## src/rtl/hs_listener_pkg.sv

```systemverilog
package hs_listener_pkg;
  typedef enum logic [2:0] {
    ST_IDLE  = 3'd0,
    ST_READY = 3'd1,
    ST_LATCH = 3'd2,
    ST_DRAIN = 3'd3,
    ST_HOLD  = 3'd4
  } hs_state_e;
endpackage

```

## src/rtl/hs_sync.sv

```systemverilog
module hs_sync #(
  parameter int unsigned WIDTH  = 1,
  parameter int unsigned STAGES = 2,
  parameter logic [WIDTH-1:0] RST_VAL = '1
) (
  input  logic             clk_i,
  input  logic             rst_ni,
  input  logic [WIDTH-1:0] d_i,
  output logic [WIDTH-1:0] q_o
);
  logic [WIDTH-1:0] stage_q [STAGES];

  for (genvar g = 0; g < STAGES; g++) begin : g_stage
    if (g == 0) begin : g_first
      always_ff @(posedge clk_i or negedge rst_ni) begin
        if (!rst_ni) stage_q[g] <= RST_VAL;
        else         stage_q[g] <= d_i;
      end
    end else begin : g_next
      always_ff @(posedge clk_i or negedge rst_ni) begin
        if (!rst_ni) stage_q[g] <= RST_VAL;
        else         stage_q[g] <= stage_q[g-1];
      end
    end
  end

  assign q_o = stage_q[STAGES-1];
endmodule

```

## src/rtl/hs_debounce.sv

```systemverilog
module hs_debounce #(
  parameter int unsigned SAMPLES = 2,
  parameter logic        RST_VAL = 1'b1
) (
  input  logic clk_i,
  input  logic rst_ni,
  input  logic d_i,
  output logic q_o
);
  localparam int unsigned CW = $clog2(SAMPLES + 1);
  localparam logic [CW-1:0] LAST = CW'(SAMPLES - 1);

  logic [CW-1:0] cnt_q;
  logic          lvl_q;

  always_ff @(posedge clk_i or negedge rst_ni) begin
    if (!rst_ni) begin
      cnt_q <= '0;
      lvl_q <= RST_VAL;
    end else if (d_i == lvl_q) begin
      cnt_q <= '0;
    end else if (cnt_q == LAST) begin
      cnt_q <= '0;
      lvl_q <= d_i;
    end else begin
      cnt_q <= cnt_q + 1'b1;
    end
  end

  assign q_o = lvl_q;
endmodule

```

## src/rtl/hs_fsm.sv

```systemverilog
module hs_fsm
  import hs_listener_pkg::*;
(
  input  logic      clk_i,
  input  logic      rst_ni,
  input  logic      start_i,
  input  logic      release_i,
  input  logic      dav_low_i,
  input  logic      ifc_act_i,
  output hs_state_e state_o,
  output logic      latch_o,
  output logic      nrfd_req_o,
  output logic      ndac_req_o
);
  hs_state_e state_q, state_d;

  always_comb begin
    state_d = state_q;
    unique case (state_q)
      ST_IDLE:  if (start_i) state_d = ST_READY;
      ST_READY: if (dav_low_i) state_d = ST_LATCH;
      ST_LATCH: state_d = ST_DRAIN;
      ST_DRAIN: if (!dav_low_i) state_d = ST_HOLD;
      ST_HOLD: begin
        if (release_i)    state_d = ST_IDLE;
        else if (start_i) state_d = ST_READY;
      end
      default:  state_d = ST_IDLE;
    endcase
    if (ifc_act_i) state_d = ST_IDLE;
  end

  always_ff @(posedge clk_i or negedge rst_ni) begin
    if (!rst_ni) state_q <= ST_IDLE;
    else         state_q <= state_d;
  end

  assign state_o    = state_q;
  assign latch_o    = (state_q == ST_LATCH) && !ifc_act_i;
  assign nrfd_req_o = (state_q == ST_LATCH) || (state_q == ST_DRAIN) || (state_q == ST_HOLD);
  assign ndac_req_o = (state_q == ST_READY) || (state_q == ST_LATCH) || (state_q == ST_HOLD);
endmodule

```

## src/rtl/hs_listener.sv

```systemverilog
module hs_listener
  import hs_listener_pkg::*;
#(
  parameter int unsigned DATA_W      = 8,
  parameter int unsigned SYNC_STAGES = 2,
  parameter int unsigned DB_SAMPLES  = 2
) (
  input  logic              clk_i,
  input  logic              rst_ni,
  input  logic [DATA_W-1:0] dio_ni,
  input  logic              dav_ni,
  input  logic              atn_ni,
  input  logic              eoi_ni,
  input  logic              ifc_ni,
  input  logic              atn_fast_en_i,
  input  logic              start_i,
  input  logic              release_i,
  output logic              nrfd_pull_o,
  output logic              ndac_pull_o,
  output logic [DATA_W-1:0] byte_o,
  output logic              byte_atn_o,
  output logic              byte_eoi_o,
  output logic              byte_vld_o
);
  localparam int unsigned CTRL_W = 3;

  logic [DATA_W-1:0] dio_s;
  logic [CTRL_W-1:0] ctrl_s;
  logic              dav_s, dav_db;
  logic              atn_s, eoi_s, ifc_s;
  logic              dav_low, ifc_act;
  logic              latch, nrfd_req, ndac_req, idle;
  hs_state_e         state;

  logic [DATA_W-1:0] byte_q;
  logic              atn_q, eoi_q, vld_q;

  hs_sync #(.WIDTH(DATA_W), .STAGES(SYNC_STAGES), .RST_VAL('1)) u_dio_sync (
    .clk_i, .rst_ni, .d_i(dio_ni), .q_o(dio_s)
  );

  hs_sync #(.WIDTH(CTRL_W), .STAGES(SYNC_STAGES), .RST_VAL('1)) u_ctrl_sync (
    .clk_i, .rst_ni, .d_i({atn_ni, eoi_ni, ifc_ni}), .q_o(ctrl_s)
  );

  hs_sync #(.WIDTH(1), .STAGES(SYNC_STAGES), .RST_VAL(1'b1)) u_dav_sync (
    .clk_i, .rst_ni, .d_i(dav_ni), .q_o(dav_s)
  );

  hs_debounce #(.SAMPLES(DB_SAMPLES), .RST_VAL(1'b1)) u_dav_db (
    .clk_i, .rst_ni, .d_i(dav_s), .q_o(dav_db)
  );

  assign {atn_s, eoi_s, ifc_s} = ctrl_s;
  assign dav_low = !dav_db;
  assign ifc_act = !ifc_s;

  hs_fsm u_fsm (
    .clk_i, .rst_ni,
    .start_i, .release_i,
    .dav_low_i(dav_low), .ifc_act_i(ifc_act),
    .state_o(state), .latch_o(latch),
    .nrfd_req_o(nrfd_req), .ndac_req_o(ndac_req)
  );

  // bus lines are active low: store true polarity
  always_ff @(posedge clk_i or negedge rst_ni) begin
    if (!rst_ni) begin
      byte_q <= '0;
      atn_q  <= 1'b0;
      eoi_q  <= 1'b0;
      vld_q  <= 1'b0;
    end else begin
      vld_q <= latch;
      if (latch) begin
        byte_q <= ~dio_s;
        atn_q  <= ~atn_s;
        eoi_q  <= ~eoi_s;
      end
    end
  end

  assign idle = (state == ST_IDLE);

  // fast path: raw ATN straight to NRFD while idle, no clock in between
  assign nrfd_pull_o = idle ? (atn_fast_en_i & ~atn_ni) : nrfd_req;
  assign ndac_pull_o = idle ? 1'b0 : ndac_req;

  assign byte_o     = byte_q;
  assign byte_atn_o = atn_q;
  assign byte_eoi_o = eoi_q;
  assign byte_vld_o = vld_q;
endmodule

```

## config.mk

```make
export PLATFORM = sky130hd
export DESIGN_NAME = hs_listener
export DESIGN_NICKNAME = d
export VERILOG_FILES = /design/src/rtl/hs_listener_pkg.sv /design/src/rtl/hs_sync.sv /design/src/rtl/hs_debounce.sv /design/src/rtl/hs_fsm.sv /design/src/rtl/hs_listener.sv
export SDC_FILE = /design/constraint.sdc
export NUM_CORES = 1
export LEC_CHECK = 0
export ABC_CLOCK_PERIOD_IN_PS = 1300
export BUFFER_PORTS_ARGS = -buffer_cell sky130_fd_sc_hd__buf_2
export CORE_MARGIN = 1.5
export CORE_UTILIZATION = 36
export DETAILED_ROUTE_END_ITERATION = 12
export PLACE_DENSITY_LB_ADDON = 0.12
export SYNTH_ARGS = -nofsm -noshare
export SYNTH_HDL_FRONTEND = slang
export SYNTH_SLANG_ARGS = --single-unit
```

## constraint.sdc

```tcl
create_clock -name clk_i -period 1.3 [get_ports clk_i]
set_input_delay 0.13 -clock clk_i [delete_from_list [all_inputs] [get_ports clk_i]]
set_output_delay 0.13 -clock clk_i [all_outputs]
set_load 0.05 [all_outputs]
```

### Word level (Yosys, flattened, before mapping)

Cells that the tools add are included.

| word-level totals | value |
|---|---|
| output and inout bits | 13 |
| bits in registers | 41 |
| word-level logic and storage cells | 46 |
| input bits | 17 |

| cells by class | value |
|---|---|
| mux-type cells | 10 |
| bitwise logic cells | 6 |
| add/sub/neg operators | 1 |
| reductions and logical operators | 8 |
| equal/unequal tests | 8 |

Operators by type and width:

| kind | number |
|---|---|
| $mux W3 | 5 |
| $pmux W3 S5 | 1 |
| $not A8 Y8 | 1 |
| $eq A3 B2 Y1 const B | 2 |
| $ne A3 B3 Y1 const B | 2 |
| $logic_or A1 B1 Y1 | 4 |
| $mux W2 | 2 |
| $not A1 Y1 | 4 |
| $reduce_and A2 Y1 | 2 |
| $eq A3 B1 Y1 const B | 1 |
| $eq A3 B3 Y1 const B | 1 |
| $logic_not A3 Y1 | 1 |
| $add A2 B1 Y2 const B | 1 |
| $eq A2 B1 Y1 const B | 1 |
| $mux W1 | 2 |
| $and A1 B1 Y1 | 1 |
| $eq A1 B1 Y1 | 1 |
| $logic_and A1 B1 Y1 | 1 |

### Longest topological paths before layout

| depth | value |
|---|---|
| depth in word-level cells | 4 |
| depth in mapped cells | 5 |
| gate-level depth less buffers | 3 |

### Modules after synthesis

Synthesis repeated with hierarchy kept, for this count alone.

| second synthesis, totals | value |
|---|---|
| cell total of the unflattened synthesis | 107 |
| area, all modules | 1531.5 um^2 |

By module, submodules not included:

| module | instances | sequential area each (um^2) | cells an instance | area each (um^2) |
|---|---|---|---|---|
| hs_sync (u_dio_sync) | 1 | 420.4 | 24 | 480.5 |
| hs_listener | 1 | 275.3 | 38 | 462.9 |
| hs_fsm | 1 | 75.1 | 26 | 230.2 |
| hs_sync (u_ctrl_sync) | 1 | 157.7 | 9 | 180.2 |
| hs_debounce | 1 | 76.3 | 8 | 125.1 |
| hs_sync (u_dav_sync) | 1 | 52.6 | 2 | 52.6 |

### Worst setup path before layout

OpenSTA, ideal clock, no wires.

| path | value |
|---|---|
| kind | register -> output |
| from | register u_fsm.state_q[2], in the netlist u_fsm.state_o[2] |
| to | output ndac_pull_o |
| path slack | -512 ps |
| required time | 1170 ps |
| stages on the path, launching flop included | 4 |
| path buffers | 1 |
| arrival | 1682 ps |
| cells stage by stage | dfrtp_1 -> buf_6 -> xnor2_1 -> o21ai_0 |

| between the ends | value |
|---|---|
| word-level cells in the longest chain between the ends | 4 |
| elaborated cells between the ends (all ways) | 7 |
| those cells by class | eq/ne (3); mux (1); reduce/logical (3) |

Ends and longest elaborated chain:

| what | line | text |
|---|---|---|
| start, declared | hs_fsm.sv:15 | `hs_state_e state_q, state_d;` |
| start signal, assigned | hs_fsm.sv:35 | `else state_q <= state_d;` |
| $eq A3 B1 Y1 or $eq A3 B2 Y1 (tied branches) | hs_fsm.sv:41 | `assign ndac_req_o = (state_q == ST_READY) \|\| (state_q == ST_LATCH) \|\| (state_q == ST_HOLD);` |
| $logic_or A1 B1 Y1 (2 in series) | hs_fsm.sv:41 |  |
| $mux W1 * | hs_listener.sv:87 | `assign ndac_pull_o = idle ? 1'b0 : ndac_req;` |
| end, declared | hs_listener.sv:19 | `output logic ndac_pull_o,` |

Every way passes the cells marked *; elsewhere a longest branch is shown, timed or not.

### Final worst setup path

Same ends and word-level chain as after synthesis.

==> flow_summary.yaml <==
outcome:
  outcome: "complete, but fails checks"
  violations: "negative setup slack"
yosys:
  synth_edf_count: 0
  syn-num-nets: 107
  synth_area_um2: 1430
  synthArstFlopShare_pct: 100
  ys.warnings.count: 0
  avgSynthCellArea_um2: 15.9
  yosysUniqueCellTypes: 21
  ys.flop_type: "dfstp_2"
  yosysSeqAreaShare_pct: 74.1
  synthCells: 90
  synth-seq-cells: 41
final_layout:
  layoutNonFillerInstCount: 190
  final_core_util_pct: 51.8
  mostFrequentLayoutCells: "buf_2, dfstp_2, dfrtp_1"
  mostFrequentLayoutCell: "buf_2"
  final_layout_size_suffix_gt1_share_pct: 66.9
  nNetsFinal: 158
  diodes: 0
  synthToLayoutAreaGrowth_pct: 35.8
  final_cell_area_um2: 1940
worst_setup_path:
  crit_type: "register to output pin"
  path_depth: 3
  crit_start: "u_fsm.state_o[2]$_DFFE_PN0P_"
  timing.rr.start: "u_fsm.state_o[1]$_DFFE_PN0P_"
  crit_slowest_cell: "dfrtp_2"
  required_ns: 1.17
  cp_top_family: "flip-flops"
  startpoint_type: "register"
  crit_buf_inv: 1
  worst-path-max-fanout: 8
  cp_data_arrival_time_ns: 1.20
  cp-end-kind: "output pin"
  r2r_cells: 4
  crit_chain: "xnor2_1 > o21ai_2 > buf_6"
  crit_path_max_incr_delay_ns: 0.47
placement:
  placed_area_um2: 1650
  place.gp.congestion: 0.747
  dp_cells: 167
  portBuffers: 29
  dp_hpwl_um: 1260
power:
  switching_power_uw: 1520
  p_clk_share_pct: 23.3
  leakagePower_uw: 0.000861
  p_per_area_nw_per_um2: 2130
  p_int_uw: 2600
  pwr-share-seq_pct: 41.8
  combinationalPowerShare_pct: 34.9
  vdd_drop_max_mv: 0.947
  p_sw_share_pct: 36.9
sta:
  drv_slew: 0
  postLayoutSetupSlackWorst_ns: -0.0269
  tightestPinTransition_ns: 0.277
  maxSlewHeadroom_pct: 81.4
  hold_viol: 0
  fmax_mhz: 754
  finalSetupViolCount: 2
  period_minus_slack_ns: 1.33
  clock_skew_ns: 0.00642
  rsz0062_at_grt: "true"
  period_share_pct: 102
global_route:
  grt_pass1_vias: 771
  antenna_found_initial: 0
  grt_overflow_total: 0
  grt_pass1_wl_um: 3510
  track_usage_pct: 11.1
  grt_max_degree: 42
route:
  vias: 786
  final_antenna_net_count: 0
  wl_per_cell_um: 10.9
  first_iter_violations: 28
  vias_per_cell: 4.14
  drt_wl_total_um: 2070
  drc: 0
  drtPass1Iterations: 5
clock_tree:
  cts_root_buf: "clkbuf_8"
  h-tree-depth: 2
  cts_tree: "yes"
  cts_inserted_buffers: 5
  clk_latency_ns: 0.28
  clock_sinks: 41
  clkTransAtPathRegs_ns: 0.07
  cts_buffer_depth: 2
hold_path:
  min_path_cells: 4
  min_path_type: "input pin to register"
  hp-start: "release_i"
floorplan:
  die_y_um: 66.0
  core_area_um2: 3740
  fp-row-count: 22
  initial_utilization_pct: 38.1
  fp.dieW_um: 66.0
  pin_count: 30
  die_area_um2: 4350
run:
  maxCapViolCount: 0
[cells in the mapped netlist, types with 2 or more instances]
cell      number  area [um^2]
o21ai_0        2         10.0
nand2_2        9         56.3
a21boi_1       2         15.0
nand2_1        3         11.3
nand2b_1       2         12.5
dfrtp_1       16          400
o21ai_2       10         87.6
nor2_1         4         15.0
dfstp_2       25          657
xnor2_1        2         17.5
buf_6          3         33.8
nor2b_1        2         12.5
and2_1         2         12.5
[final timing paths]
path / endpoint / slack, ns
worst min register to register: u_dio_sync.q_o[1]$_DFF_PN1_ / 0.36
worst max register to register: u_fsm.state_o[2]$_DFFE_PN0P_ / 0.09
max in group asynchronous: u_dio_sync.stage_q[12]$_DFF_PN1_ / 0.69
worst max-delay path: ndac_pull_o / -0.03
worst min-delay path: u_fsm.state_o[2]$_DFFE_PN0P_ / 0.16
min in group asynchronous: u_fsm.state_o[1]$_DFFE_PN0P_ / 0.34
[per-stage QoR]
step	setup WS [ns]	hold WS (ns)	TNS [ns]	power (uW)
floorplan	0.109	-0.166	0	2760
global placement	0.168	0.115	0	3070
detailed placement	0.136	0.114	0	3090
finish	-0.0269	0.157	-0.0439	4120
CTS	-0.0420	0.150	-0.0699	4150
global route	-0.0762	0.172	-0.141	4350
[flip-flops by register name, indices dropped and copies added (netlist names), 2 cells and up]
register	count
u_fsm.state_o	3
byte_o	8
u_dio_sync.stage_q	8
u_ctrl_sync.stage_q	3
u_ctrl_sync.q_o	3
u_dio_sync.q_o	8
u_dav_db.cnt_q	2
[routing by layer]
layer  vias up  wire length, um  track usage (%)
li1        393                -                -
met1       372              901             14.0
met2        19             1050             16.8
met3         2              101             5.28
met4         0               14             4.08
met5         -                0                0
[logic make-up (layout without fill, tap and decap cells)]
logic type / Yosys count / in the layout / share of synthesized area (%)
AO/OA/AOI/OAI: 16 / 16 / 9.03
XOR/XNOR: 2 / 2 / 1.23
buffers and inverters: 4 / 56 / 2.63
flip-flops: 41 / 41 / 74.1
multiplexers: 1 / 1 / 0.789
AND/OR/NAND/NOR: 26 / 26 / 12.3
[worst min-delay path, stage by stage]
cell	delay, ns
buf_2	0.08
nor3_1	0.05
nand3b_1	0.08
a21boi_1	0.07
[what timing repair did]
| item | CTS | global route |
|---|---|---|
| buffers inserted | 0 | 2 |
| endpoints found under the hold margin | 28 | 0 |
| setup endpoints to repair | 2 | 2 |
| hold buffers | 13 | 0 |
| resized for setup | 7 | 4 |
| pin swaps | 0 | 2 |
[power groups by stage]
stage | sequential (uW) | clock (uW) | combinational, uW
floorplan | 2280 | 0 | 484
global placement | 1730 | 0 | 1340
detailed placement | 1740 | 0 | 1350
CTS | 1720 | 1010 | 1420
global route | 1760 | 1060 | 1540
finish | 1720 | 961 | 1440
[cell type report]
type                    instances  area (um^2)
clock buffers                   6         72.6
flip-flops and latches         41         1060
well taps                      48         60.1
multi-input cells              45          354
fillers                       352         1800
inverters                       1         3.75
repair buffers                 47          354
clock inverters                 2         35.0
(Power assumes the default switching activity.)
